### src/rtl/wp_keyseq_pkg.sv
package wp_keyseq_pkg;

    localparam int ADDR_W = 13;
    localparam int DATA_W = 8;
    localparam int STEP_W = 3;

    localparam logic [ADDR_W-1:0] KEY_ADR_HI = 13'h1555;
    localparam logic [ADDR_W-1:0] KEY_ADR_LO = 13'h0AAA;

    localparam logic [DATA_W-1:0] KD_OPEN    = 8'hAA;
    localparam logic [DATA_W-1:0] KD_SECOND  = 8'h55;
    localparam logic [DATA_W-1:0] KD_LOCK    = 8'hA0;
    localparam logic [DATA_W-1:0] KD_EXTEND  = 8'h80;
    localparam logic [DATA_W-1:0] KD_UNLOCK  = 8'h20;
    localparam logic [DATA_W-1:0] KD_WIPE    = 8'h10;
    localparam logic [DATA_W-1:0] KD_ACOFF   = 8'h40;
    localparam logic [DATA_W-1:0] KD_ACON    = 8'h50;

    typedef enum logic [2:0] {
        CMD_NONE,
        CMD_LOCK,
        CMD_UNLOCK,
        CMD_WIPE,
        CMD_AC_OFF,
        CMD_AC_ON
    } cmd_e;

    typedef struct packed {
        logic hit;
        cmd_e cmd;
    } step_res_t;

    // Evaluate one write against the key step that is expected next.
    function automatic step_res_t eval_step(input logic [STEP_W-1:0] step,
                                            input logic [ADDR_W-1:0] adr,
                                            input logic [DATA_W-1:0] dat);
        step_res_t r;
        r.hit = 1'b0;
        r.cmd = CMD_NONE;
        case (step)
            3'd0, 3'd3: r.hit = (adr == KEY_ADR_HI) && (dat == KD_OPEN);
            3'd1, 3'd4: r.hit = (adr == KEY_ADR_LO) && (dat == KD_SECOND);
            3'd2: begin
                if (adr == KEY_ADR_HI) begin
                    if (dat == KD_LOCK) begin
                        r.hit = 1'b1;
                        r.cmd = CMD_LOCK;
                    end else if (dat == KD_EXTEND) begin
                        r.hit = 1'b1;
                    end
                end
            end
            3'd5: begin
                if (adr == KEY_ADR_HI) begin
                    case (dat)
                        KD_UNLOCK: r.cmd = CMD_UNLOCK;
                        KD_WIPE:   r.cmd = CMD_WIPE;
                        KD_ACOFF:  r.cmd = CMD_AC_OFF;
                        KD_ACON:   r.cmd = CMD_AC_ON;
                        default:   r.cmd = CMD_NONE;
                    endcase
                    r.hit = (r.cmd != CMD_NONE);
                end
            end
            default: r.hit = 1'b0;
        endcase
        return r;
    endfunction

endpackage

### src/rtl/wp_keyseq_match.sv
module wp_keyseq_match
    import wp_keyseq_pkg::*;
(
    input  logic              clk,
    input  logic              rst,
    input  logic              stb,
    input  logic [ADDR_W-1:0] adr,
    input  logic [DATA_W-1:0] dat,
    input  logic              live,
    input  logic              abort,
    output logic              key_hit,
    output cmd_e              key_cmd,
    output logic              busy
);
    logic [STEP_W-1:0] step_q;
    step_res_t         res;

    always_comb begin
        res     = eval_step(step_q, adr, dat);
        key_hit = stb && live && res.hit;
        key_cmd = key_hit ? res.cmd : CMD_NONE;
        busy    = (step_q != '0);
    end

    always_ff @(posedge clk) begin
        if (rst) begin
            step_q <= '0;
        end else if (stb) begin
            if (key_hit && (res.cmd == CMD_NONE))
                step_q <= step_q + STEP_W'(1);
            else
                step_q <= '0;
        end else if (abort) begin
            step_q <= '0;
        end
    end
endmodule

### src/rtl/wp_keyseq_gap.sv
module wp_keyseq_gap #(
    parameter int LIMIT = 50000
) (
    input  logic clk,
    input  logic rst,
    input  logic armed,
    input  logic kick,
    output logic expire
);
    localparam int CW = $clog2(LIMIT + 1);

    logic [CW-1:0] cnt_q;

    assign expire = armed && !kick && (cnt_q == CW'(LIMIT - 1));

    always_ff @(posedge clk) begin
        if (rst || kick || !armed || expire)
            cnt_q <= '0;
        else
            cnt_q <= cnt_q + CW'(1);
    end
endmodule

### src/rtl/wp_keyseq_mode.sv
module wp_keyseq_mode
    import wp_keyseq_pkg::*;
(
    input  logic clk,
    input  logic rst,
    input  logic factory_init,
    input  logic stb,
    input  logic key_hit,
    input  cmd_e key_cmd,
    input  logic cycle_close,
    output logic prot_on,
    output logic autoclr_off,
    output logic clear_pulse,
    output logic commit_ok,
    output logic live,
    output logic unlock_q
);
    logic pend_lock_q, pend_unlock_q, seen_q;
    logic may_load;

    assign may_load = !prot_on || unlock_q;

    // Lock state: deliberately outside the ordinary reset.
    always_ff @(posedge clk) begin
        if (factory_init)
            prot_on <= 1'b0;
        else if (cycle_close && seen_q) begin
            if (pend_lock_q)
                prot_on <= 1'b1;
            else if (pend_unlock_q)
                prot_on <= 1'b0;
        end
    end

    always_ff @(posedge clk) begin
        if (rst) begin
            live          <= 1'b1;
            unlock_q      <= 1'b0;
            pend_lock_q   <= 1'b0;
            pend_unlock_q <= 1'b0;
            seen_q        <= 1'b0;
            autoclr_off   <= 1'b0;
            clear_pulse   <= 1'b0;
            commit_ok     <= 1'b0;
        end else begin
            clear_pulse <= 1'b0;
            commit_ok   <= 1'b0;
            if (cycle_close) begin
                live          <= 1'b1;
                unlock_q      <= 1'b0;
                pend_lock_q   <= 1'b0;
                pend_unlock_q <= 1'b0;
                seen_q        <= 1'b0;
            end else if (stb) begin
                if (key_hit) begin
                    case (key_cmd)
                        CMD_LOCK: begin
                            unlock_q      <= 1'b1;
                            pend_lock_q   <= 1'b1;
                            pend_unlock_q <= 1'b0;
                            live          <= 1'b0;
                        end
                        CMD_UNLOCK: begin
                            unlock_q      <= 1'b1;
                            pend_unlock_q <= 1'b1;
                            pend_lock_q   <= 1'b0;
                            live          <= 1'b0;
                        end
                        CMD_WIPE:   clear_pulse <= 1'b1;
                        CMD_AC_OFF: autoclr_off <= 1'b1;
                        CMD_AC_ON:  autoclr_off <= 1'b0;
                        default:    ;
                    endcase
                end else begin
                    live      <= 1'b0;
                    commit_ok <= may_load;
                    if (may_load)
                        seen_q <= 1'b1;
                end
            end
        end
    end
endmodule

### src/rtl/wp_keyseq.sv
module wp_keyseq
    import wp_keyseq_pkg::*;
#(
    parameter int GAP_LIMIT = 50000
) (
    input  logic              clk,
    input  logic              rst,
    input  logic              factory_init,
    input  logic              wr_stb,
    input  logic [ADDR_W-1:0] wr_addr,
    input  logic [DATA_W-1:0] wr_data,
    input  logic              cycle_close,
    output logic              prot_on,
    output logic              autoclr_off,
    output logic              clear_pulse,
    output logic              commit_ok
);
    logic key_hit, busy, expire, live, unlock_q;
    cmd_e key_cmd;

    wp_keyseq_match u_match (
        .clk     (clk),
        .rst     (rst),
        .stb     (wr_stb),
        .adr     (wr_addr),
        .dat     (wr_data),
        .live    (live),
        .abort   (expire || cycle_close),
        .key_hit (key_hit),
        .key_cmd (key_cmd),
        .busy    (busy)
    );

    wp_keyseq_gap #(.LIMIT(GAP_LIMIT)) u_gap (
        .clk    (clk),
        .rst    (rst),
        .armed  (busy),
        .kick   (wr_stb),
        .expire (expire)
    );

    wp_keyseq_mode u_mode (
        .clk          (clk),
        .rst          (rst),
        .factory_init (factory_init),
        .stb          (wr_stb),
        .key_hit      (key_hit),
        .key_cmd      (key_cmd),
        .cycle_close  (cycle_close),
        .prot_on      (prot_on),
        .autoclr_off  (autoclr_off),
        .clear_pulse  (clear_pulse),
        .commit_ok    (commit_ok),
        .live         (live),
        .unlock_q     (unlock_q)
    );
endmodule

### config.mk
export PLATFORM = sky130hd
export DESIGN_NAME = wp_keyseq
export DESIGN_NICKNAME = d
export VERILOG_FILES = /design/src/rtl/wp_keyseq_pkg.sv /design/src/rtl/wp_keyseq_match.sv /design/src/rtl/wp_keyseq_gap.sv /design/src/rtl/wp_keyseq_mode.sv /design/src/rtl/wp_keyseq.sv
export SDC_FILE = /design/constraint.sdc
export NUM_CORES = 1
export LEC_CHECK = 0
export BUFFER_PORTS_ARGS = -buffer_cell sky130_fd_sc_hd__buf_2
export CELL_PAD_IN_SITES_DETAIL_PLACEMENT = 0
export CELL_PAD_IN_SITES_GLOBAL_PLACEMENT = 2
export CORE_MARGIN = 1.5
export CORE_UTILIZATION = 33
export DETAILED_ROUTE_END_ITERATION = 7
export PLACE_DENSITY_LB_ADDON = 0.1
export SLEW_MARGIN = 20
export SYNTH_ARGS = -nofsm -noshare
export SYNTH_HDL_FRONTEND = slang
export SYNTH_SLANG_ARGS = --single-unit
### constraint.sdc
create_clock -name clk -period 2.45 [get_ports clk]
set_input_delay 0.3675 -clock clk [delete_from_list [all_inputs] [get_ports clk]]
set_output_delay 0.3675 -clock clk [all_outputs]
set_load 0.1 [all_outputs]
==> results of run 1 <==
path summary, 6_finish.rpt:
| check | startpoint | to | slack (ns) | cells past startpoint |
|---|---|---|---|---|
| hold reg to reg | u_gap.cnt_q[0] | u_gap.cnt_q[0] | 0.48 | 1 |
| setup / recovery | u_match.step_q[1] | u_match.step_q[0] | 0.27 | 7 |
| setup reg to reg | u_match.step_q[1] | u_match.step_q[0] | 0.27 | 7 |
| hold / removal | factory_init | u_mode.prot_on | 0.24 | 2 |
area by class of cell:
class	count	area, um^2	area share (%)
clock buffers	3	41.3	2.20
clock inverters	1	30.0	1.60
inverters	8	30.0	1.60
multi-input cells	143	993	53.0
flip-flops and latches	28	561	29.9
well taps	54	67.6	3.60
repair buffers	30	153	8.14
flip-flops by register name, indices dropped and copies added, names as in the netlist:
register	count
u_gap.cnt_q	16
u_match.step_q	3
u_mode.autoclr_off	1
u_mode.clear_pulse	1
u_mode.commit_ok	1
u_mode.live	1
u_mode.pend_lock_q	1
u_mode.pend_unlock_q	1
u_mode.prot_on	1
u_mode.seen_q	1
u_mode.unlock_q	1
layer usage:
layer,share of wire [%],global-route usage [%],vias to the layer above
met1,45,19.5,639
li1,-,-,723
met2,50,28.6,30
met4,2.3,6.29,0
met5,0,0,-
met3,3.5,2.76,10
cells in the mapped netlist (2+ instances only):
master / count
a31oi_1: 2
nand4_1: 5
nor4bb_1: 4
nor3_1: 4
nand2b_1: 2
or2_2: 2
or4_1: 3
xnor2_1: 8
nand3b_1: 3
a221o_1: 2
clkbuf_1: 3
a32oi_1: 2
nor2_1: 28
a21oi_1: 5
o21ai_0: 2
mux2_2: 2
nor3b_1: 3
inv_1: 8
nand2_1: 14
nor2b_1: 3
xor2_1: 7
dfxtp_1: 28
o41ai_1: 3
nor4_1: 2
nor4b_1: 2
o21bai_1: 2
ha_1: 6
nand3_1: 8
report_power, final:
part	switching, W	internal, W	total, W	leakage (nW)
combinational	0.0000387	0.0000313	0.0000700	0.388
sequential	0.00000120	0.000457	0.000458	0.226
clock	0.000145	0.000219	0.000363	0.0357
total	0.000185	0.000707	0.000892	0.650
cell families (layout without fill, tap and decap cells):
group / after synthesis / in the layout
buf+inv: 12 / 42
xor+xnor: 15 / 15
compound gates: 25 / 25
flops: 28 / 28
mux: 2 / 2
simple gates: 95 / 95
fa+ha+maj: 6 / 6
metrics by stage:
| stage | total power [W] | cell area (um^2) | hold slack [ns] |
|---|---|---|---|
| after floorplan | 0.000503 | 1600 | 0.430 |
| final | 0.000892 | 1880 | 0.244 |
| after global routing | 0.000933 | 1880 | 0.236 |
| after CTS | 0.000904 | 1880 | 0.235 |
| after global placement | 0.000538 | 1800 | 0.440 |
| after detailed placement | 0.000539 | 1800 | 0.460 |
==> impl_metrics.py, run 1 <==
metrics = {
    "status": {
        "status": "finished clean",
    },
    "sta": {
        "min_period_ns": 2.18,
        "fin_ws_ns": 0.273,
        "tightestPinTransition_ns": 0.487,
        "rsz0062_at_grt": "no",
        "period_share_pct": 88.9,
        "max_freq_mhz": 459,
        "slew_headroom_pct": 67.7,
        "finalSetupViolCount": 0,
        "finalMaxSlewViolations": 0,
        "tns_ns": 0,
        "hold_viol_final": 0,
        "skew_ns": 0.00330,
    },
    "die": {
        "coreArea_um2": 4690,
        "die_w_um": 72.6,
        "fp-row-count": 25,
        "die_h_um": 72.6,
        "die_area_um2": 5280,
        "start_util_pct": 34.1,
        "top_level_ports": 30,
    },
    "global_route": {
        "grt_max_degree": 17,
        "antenna_found_initial": 0,
        "grt_remaining_overflow": 0,
        "grt_pass1_vias": 1441,
        "grt_use_total_pct": 16.2,
        "grt_pass1_wl_um": 6720,
    },
    "critical_path": {
        "cp_num_buf_inv": 1,
        "critPathCaptureType": "flop",
        "cp.arrival_ns": 2.35,
        "cp-start-kind": "flop",
        "cpMaxStageDelayCell": "nor4bb_1",
        "path_max_fanout": 6,
        "path_cells": "inv_1 > ha_1 > nor4bb_1 > and2_1 > o211ai_1 > a221o_1 > o41ai_1",
        "cp_top_family": "compound AO/OA/AOI/OAI gates",
        "crit_type": "flop to flop",
        "cp.required_ns": 2.62,
        "crit_path_max_incr_delay_ns": 0.41,
    },
    "final_layout": {
        "layout_commonest_cell": "buf_2",
        "final_cell_mix": "buf_2 (29), nor2_1 (28), dfxtp_1 (28)",
        "fillers": 488,
        "n_antenna_cell": 0,
        "utilization_pct": 40.0,
        "final_cells": 267,
        "drive_above_1_share_pct": 22.1,
        "nNetsFinal": 246,
        "area_delta_synth_final_pct": 17.2,
    },
    "synthesis": {
        "post-synth-top-area-fraction_pct": 35.0,
        "synth_cells": 183,
        "synth_seq_area_share_pct": 35.0,
        "yosysUniqueCellTypes": 48,
        "ys_top_cells_by_area": "dfxtp_1 (35%), nor2_1 (6.6%), ha_1 (4.7%)",
        "synth_top_cell_by_area": "dfxtp_1",
        "synth-edff-count": 0,
        "syn-num-nets": 215,
        "synth_mux_area_share_pct": 1.41,
        "avgSynthCellArea_um2": 8.74,
        "synthSimpleGateAreaFrac_pct": 36.2,
        "synthXorXnorAreaFrac_pct": 8.21,
        "synth_adder_area_share_pct": 4.69,
        "synth_ff_type": "dfxtp_1",
        "synth_top_family_by_area": "simple AND/OR/NAND/NOR gates",
        "ys_warn_count": 0,
        "synth_area_um2": 1600,
        "synth_compound_area_share_pct": 11.6,
        "ys_seq_elements": 28,
        "async_flop_share_pct": 0,
    },
    "routing": {
        "wirelength_um": 3900,
        "drc_errors": 0,
        "drt-initial-drc-count": 49,
        "drt-vias-per-instance": 5.25,
        "drtAntennaViolNets": 0,
        "drt-pass1-iter-count": 4,
        "vias": 1402,
        "wl_per_cell_um": 14.6,
    },
    "pwr": {
        "p_leak_nw": 0.650,
        "p_per_area_nw_per_um2": 475,
        "vdd_drop_max_v": 0.000260,
    },
    "placed_design": {
        "dp_hpwl_um": 3150,
        "place_congestion": 0.793,
        "dp_cells": 263,
        "io_buffers": 29,
        "dp_slack_ns": 0.164,
    },
    "run": {
        "cap_violations": 0,
    },
    "clocking": {
        "cts_made_buffers": 3,
        "clockRootBuffer": "clkbuf_8",
        "clock_path_buffers": 2,
        "clk_latency_ns": 0.27,
        "postCtsHoldBufs": 0,
        "cts_tree": "built",
        "cts.sinks": 28,
        "clk_pin_slew_ns": 0.10,
        "cts_setup_buffers": 0,
        "cts_resized": 0,
        "htreeDepth": 1,
    },
    "hold_path": {
        "hp-class": "input pin to flop",
    },
}
Note: power is estimated with default switching activity, not from simulation.
==> run 2: changes to the inputs <==
--- a/config.mk
+++ b/config.mk
@@ -12,6 +12,7 @@
 export CORE_UTILIZATION = 33
 export DETAILED_ROUTE_END_ITERATION = 7
 export PLACE_DENSITY_LB_ADDON = 0.1
+export RECOVER_POWER = 100
 export SLEW_MARGIN = 20
 export SYNTH_ARGS = -nofsm -noshare
 export SYNTH_HDL_FRONTEND = slang
==> run 2 against run 1 <==
Die area is the same. Largest cell class unchanged. Setup slack lost 0.012 ns. Fmax shrank 0.53%. Clock power is essentially flat. Combinational power is essentially flat. Largest power group unchanged.
==> impl_metrics.py, run 2 (synthesis gave the netlist of run 1 again) <==
metrics = {
    "status": {
        "status": "finished clean",
    },
    "placed_design": {
        "io_buffers": 29,
        "dp_hpwl_um": 3150,
        "dp_slack_ns": 0.164,
        "placed_cell_area_um2": 1800,
        "place_congestion": 0.793,
    },
    "routing": {
        "drtAntennaViolNets": 0,
        "drt-pass1-iter-count": 4,
        "wl_per_cell_um": 14.5,
        "drt-vias-per-instance": 5.25,
        "topRoutingLayerUsed": "met4",
        "wl_met3_um": 142,
        "wl_met1_um": 1680,
        "drc_errors": 0,
        "wirelength_um": 3880,
        "wl_met2_um": 1960,
        "drt-initial-drc-count": 37,
        "vias": 1402,
    },
    "final_layout": {
        "n_antenna_cell": 0,
        "fillers": 496,
        "multiInputGateArea_um2": 985,
        "nNetsFinal": 246,
        "drive_above_1_share_pct": 19.2,
        "largest_reg_flops": 16,
        "design_area_um2": 1860,
        "register_area_um2": 561,
        "final_cell_mix": "nor2_1 (28), dfxtp_1 (28), buf_2 (25)",
        "reg_top3": "u_gap.cnt_q: 16 flops, u_match.step_q: 3 flops",
        "area_delta_synth_final_pct": 16.2,
        "largest-register": "u_gap.cnt_q",
    },
    "critical_path": {
        "r2r_start": "u_match.step_q[1]",
        "r2r_end": "u_match.step_q[0]",
        "worst-r2r-cell-count": 7,
        "cp.required_ns": 2.62,
        "path_max_fanout": 6,
        "cp.arrival_ns": 2.35,
        "critPathCaptureType": "flop",
        "r2r_slack_ns": 0.26,
        "setup.worst_path.start": "u_match.step_q[1]",
        "cp-start-kind": "flop",
        "crit_type": "flop to flop",
        "endpoint": "u_match.step_q[0]",
    },
    "die": {
        "top_level_ports": 30,
        "die_h_um": 72.6,
        "coreArea_um2": 4690,
        "fp-row-count": 25,
        "start_util_pct": 34.1,
        "die_area_um2": 5280,
        "die_w_um": 72.6,
    },
    "pwr": {
        "p_leak_nw": 0.632,
        "vdd_drop_max_v": 0.000255,
        "p_per_area_nw_per_um2": 478,
    },
    "sta": {
        "max_freq_mhz": 457,
        "period_share_pct": 89.3,
        "tightestPinTransition_ns": 1.17,
        "finalMaxSlewViolations": 0,
        "rsz0062_at_grt": "no",
        "tns_ns": 0,
        "finalSetupViolCount": 0,
        "skew_ns": 0.00386,
        "slew_headroom_pct": 22.6,
        "min_period_ns": 2.19,
        "fin_ws_ns": 0.261,
        "hold_viol_final": 0,
    },
    "clocking": {
        "postCtsHoldBufs": 0,
        "cts_setup_buffers": 0,
        "clock_path_buffers": 2,
        "cts_made_buffers": 3,
        "clk_pin_slew_ns": 0.09,
        "clk_latency_ns": 0.27,
        "htreeDepth": 1,
        "cts.sinks": 28,
        "cts_resized": 0,
        "cts_tree": "built",
        "clockRootBuffer": "clkbuf_8",
    },
    "hold_path": {
        "hp-class": "input pin to flop",
    },
    "global_route": {
        "grt_use_total_pct": 16.2,
        "grt_remaining_overflow": 0,
        "antenna_found_initial": 0,
        "grt_max_degree": 17,
        "grt_pass1_wl_um": 6720,
        "grt_pass1_vias": 1441,
    },
    "run": {
        "cap_violations": 0,
    },
}
run 2: changes by cell type in the layout (fill, tap and decap cells not counted):
cell and delta:
buf_2 -4, clkbuf_1 +4, buf_4 -1, clkbuf_2 +1, nor3b_1 +1, nor3b_2 -1
o21ai_0 +1, o21ai_2 -1
run 2: power breakdown:
group	leakage (nW)	switching, W	internal (W)
Clock	0.0357	0.000142	0.000219
Sequential	0.226	0.00000123	0.000457
Combinational	0.370	0.0000386	0.0000311
Total	0.632	0.000182	0.000707
run 2: critical path, cell delays in order (launching register included):
cell and delay [ns]:
dfxtp_1 0.37, inv_1 0.10, ha_1 0.24, nor4bb_1 0.42, and2_1 0.19, o211ai_1 0.10
a221o_1 0.40, o41ai_1 0.27
run 2: cell type report:
| class | count | share of cell area (%) |
|---|---|---|
| Inverter | 8 | 1.62 |
| Multi-Input combinational cell | 143 | 53.0 |
| Timing Repair Buffer | 30 | 7.81 |
| Clock buffer | 3 | 2.22 |
| Sequential cell | 28 | 30.1 |
| Tap cell | 54 | 3.63 |
| Clock inverter | 1 | 1.62 |
run 2: worst min-delay path by stage:
stage	end	slack [ns]	depth (start not counted)	startpoint
final	u_mode.prot_on	0.24	2	factory_init
after global routing	u_mode.prot_on	0.24	2	factory_init
after CTS	u_mode.prot_on	0.23	2	factory_init
after detailed placement	u_gap.cnt_q[0]	0.46	1	u_gap.cnt_q[0]
after global placement	u_gap.cnt_q[0]	0.44	1	u_gap.cnt_q[0]
after floorplan	u_gap.cnt_q[0]	0.43	1	u_gap.cnt_q[0]
run 2: per-stage QoR:
| stage | util, % | instances | hold slack, ns | power, W |
|---|---|---|---|---|
| after floorplan | - | 183 | 0.430 | 0.000503 |
| after global placement | 38.5 | 263 | 0.440 | 0.000538 |
| after detailed placement | 38.5 | 263 | 0.460 | 0.000539 |
| after CTS | 40.0 | 267 | 0.235 | 0.000904 |
| after global routing | 39.6 | 267 | 0.236 | 0.000933 |
| final | 39.6 | 267 | 0.244 | 0.000889 |
run 2: per-layer routing:
metal / track usage [%] / up-vias
met4: 6.29 / 0
li1: - / 723
met3: 2.76 / 10
met5: 0 / -
met2: 28.6 / 29
met1: 19.5 / 640
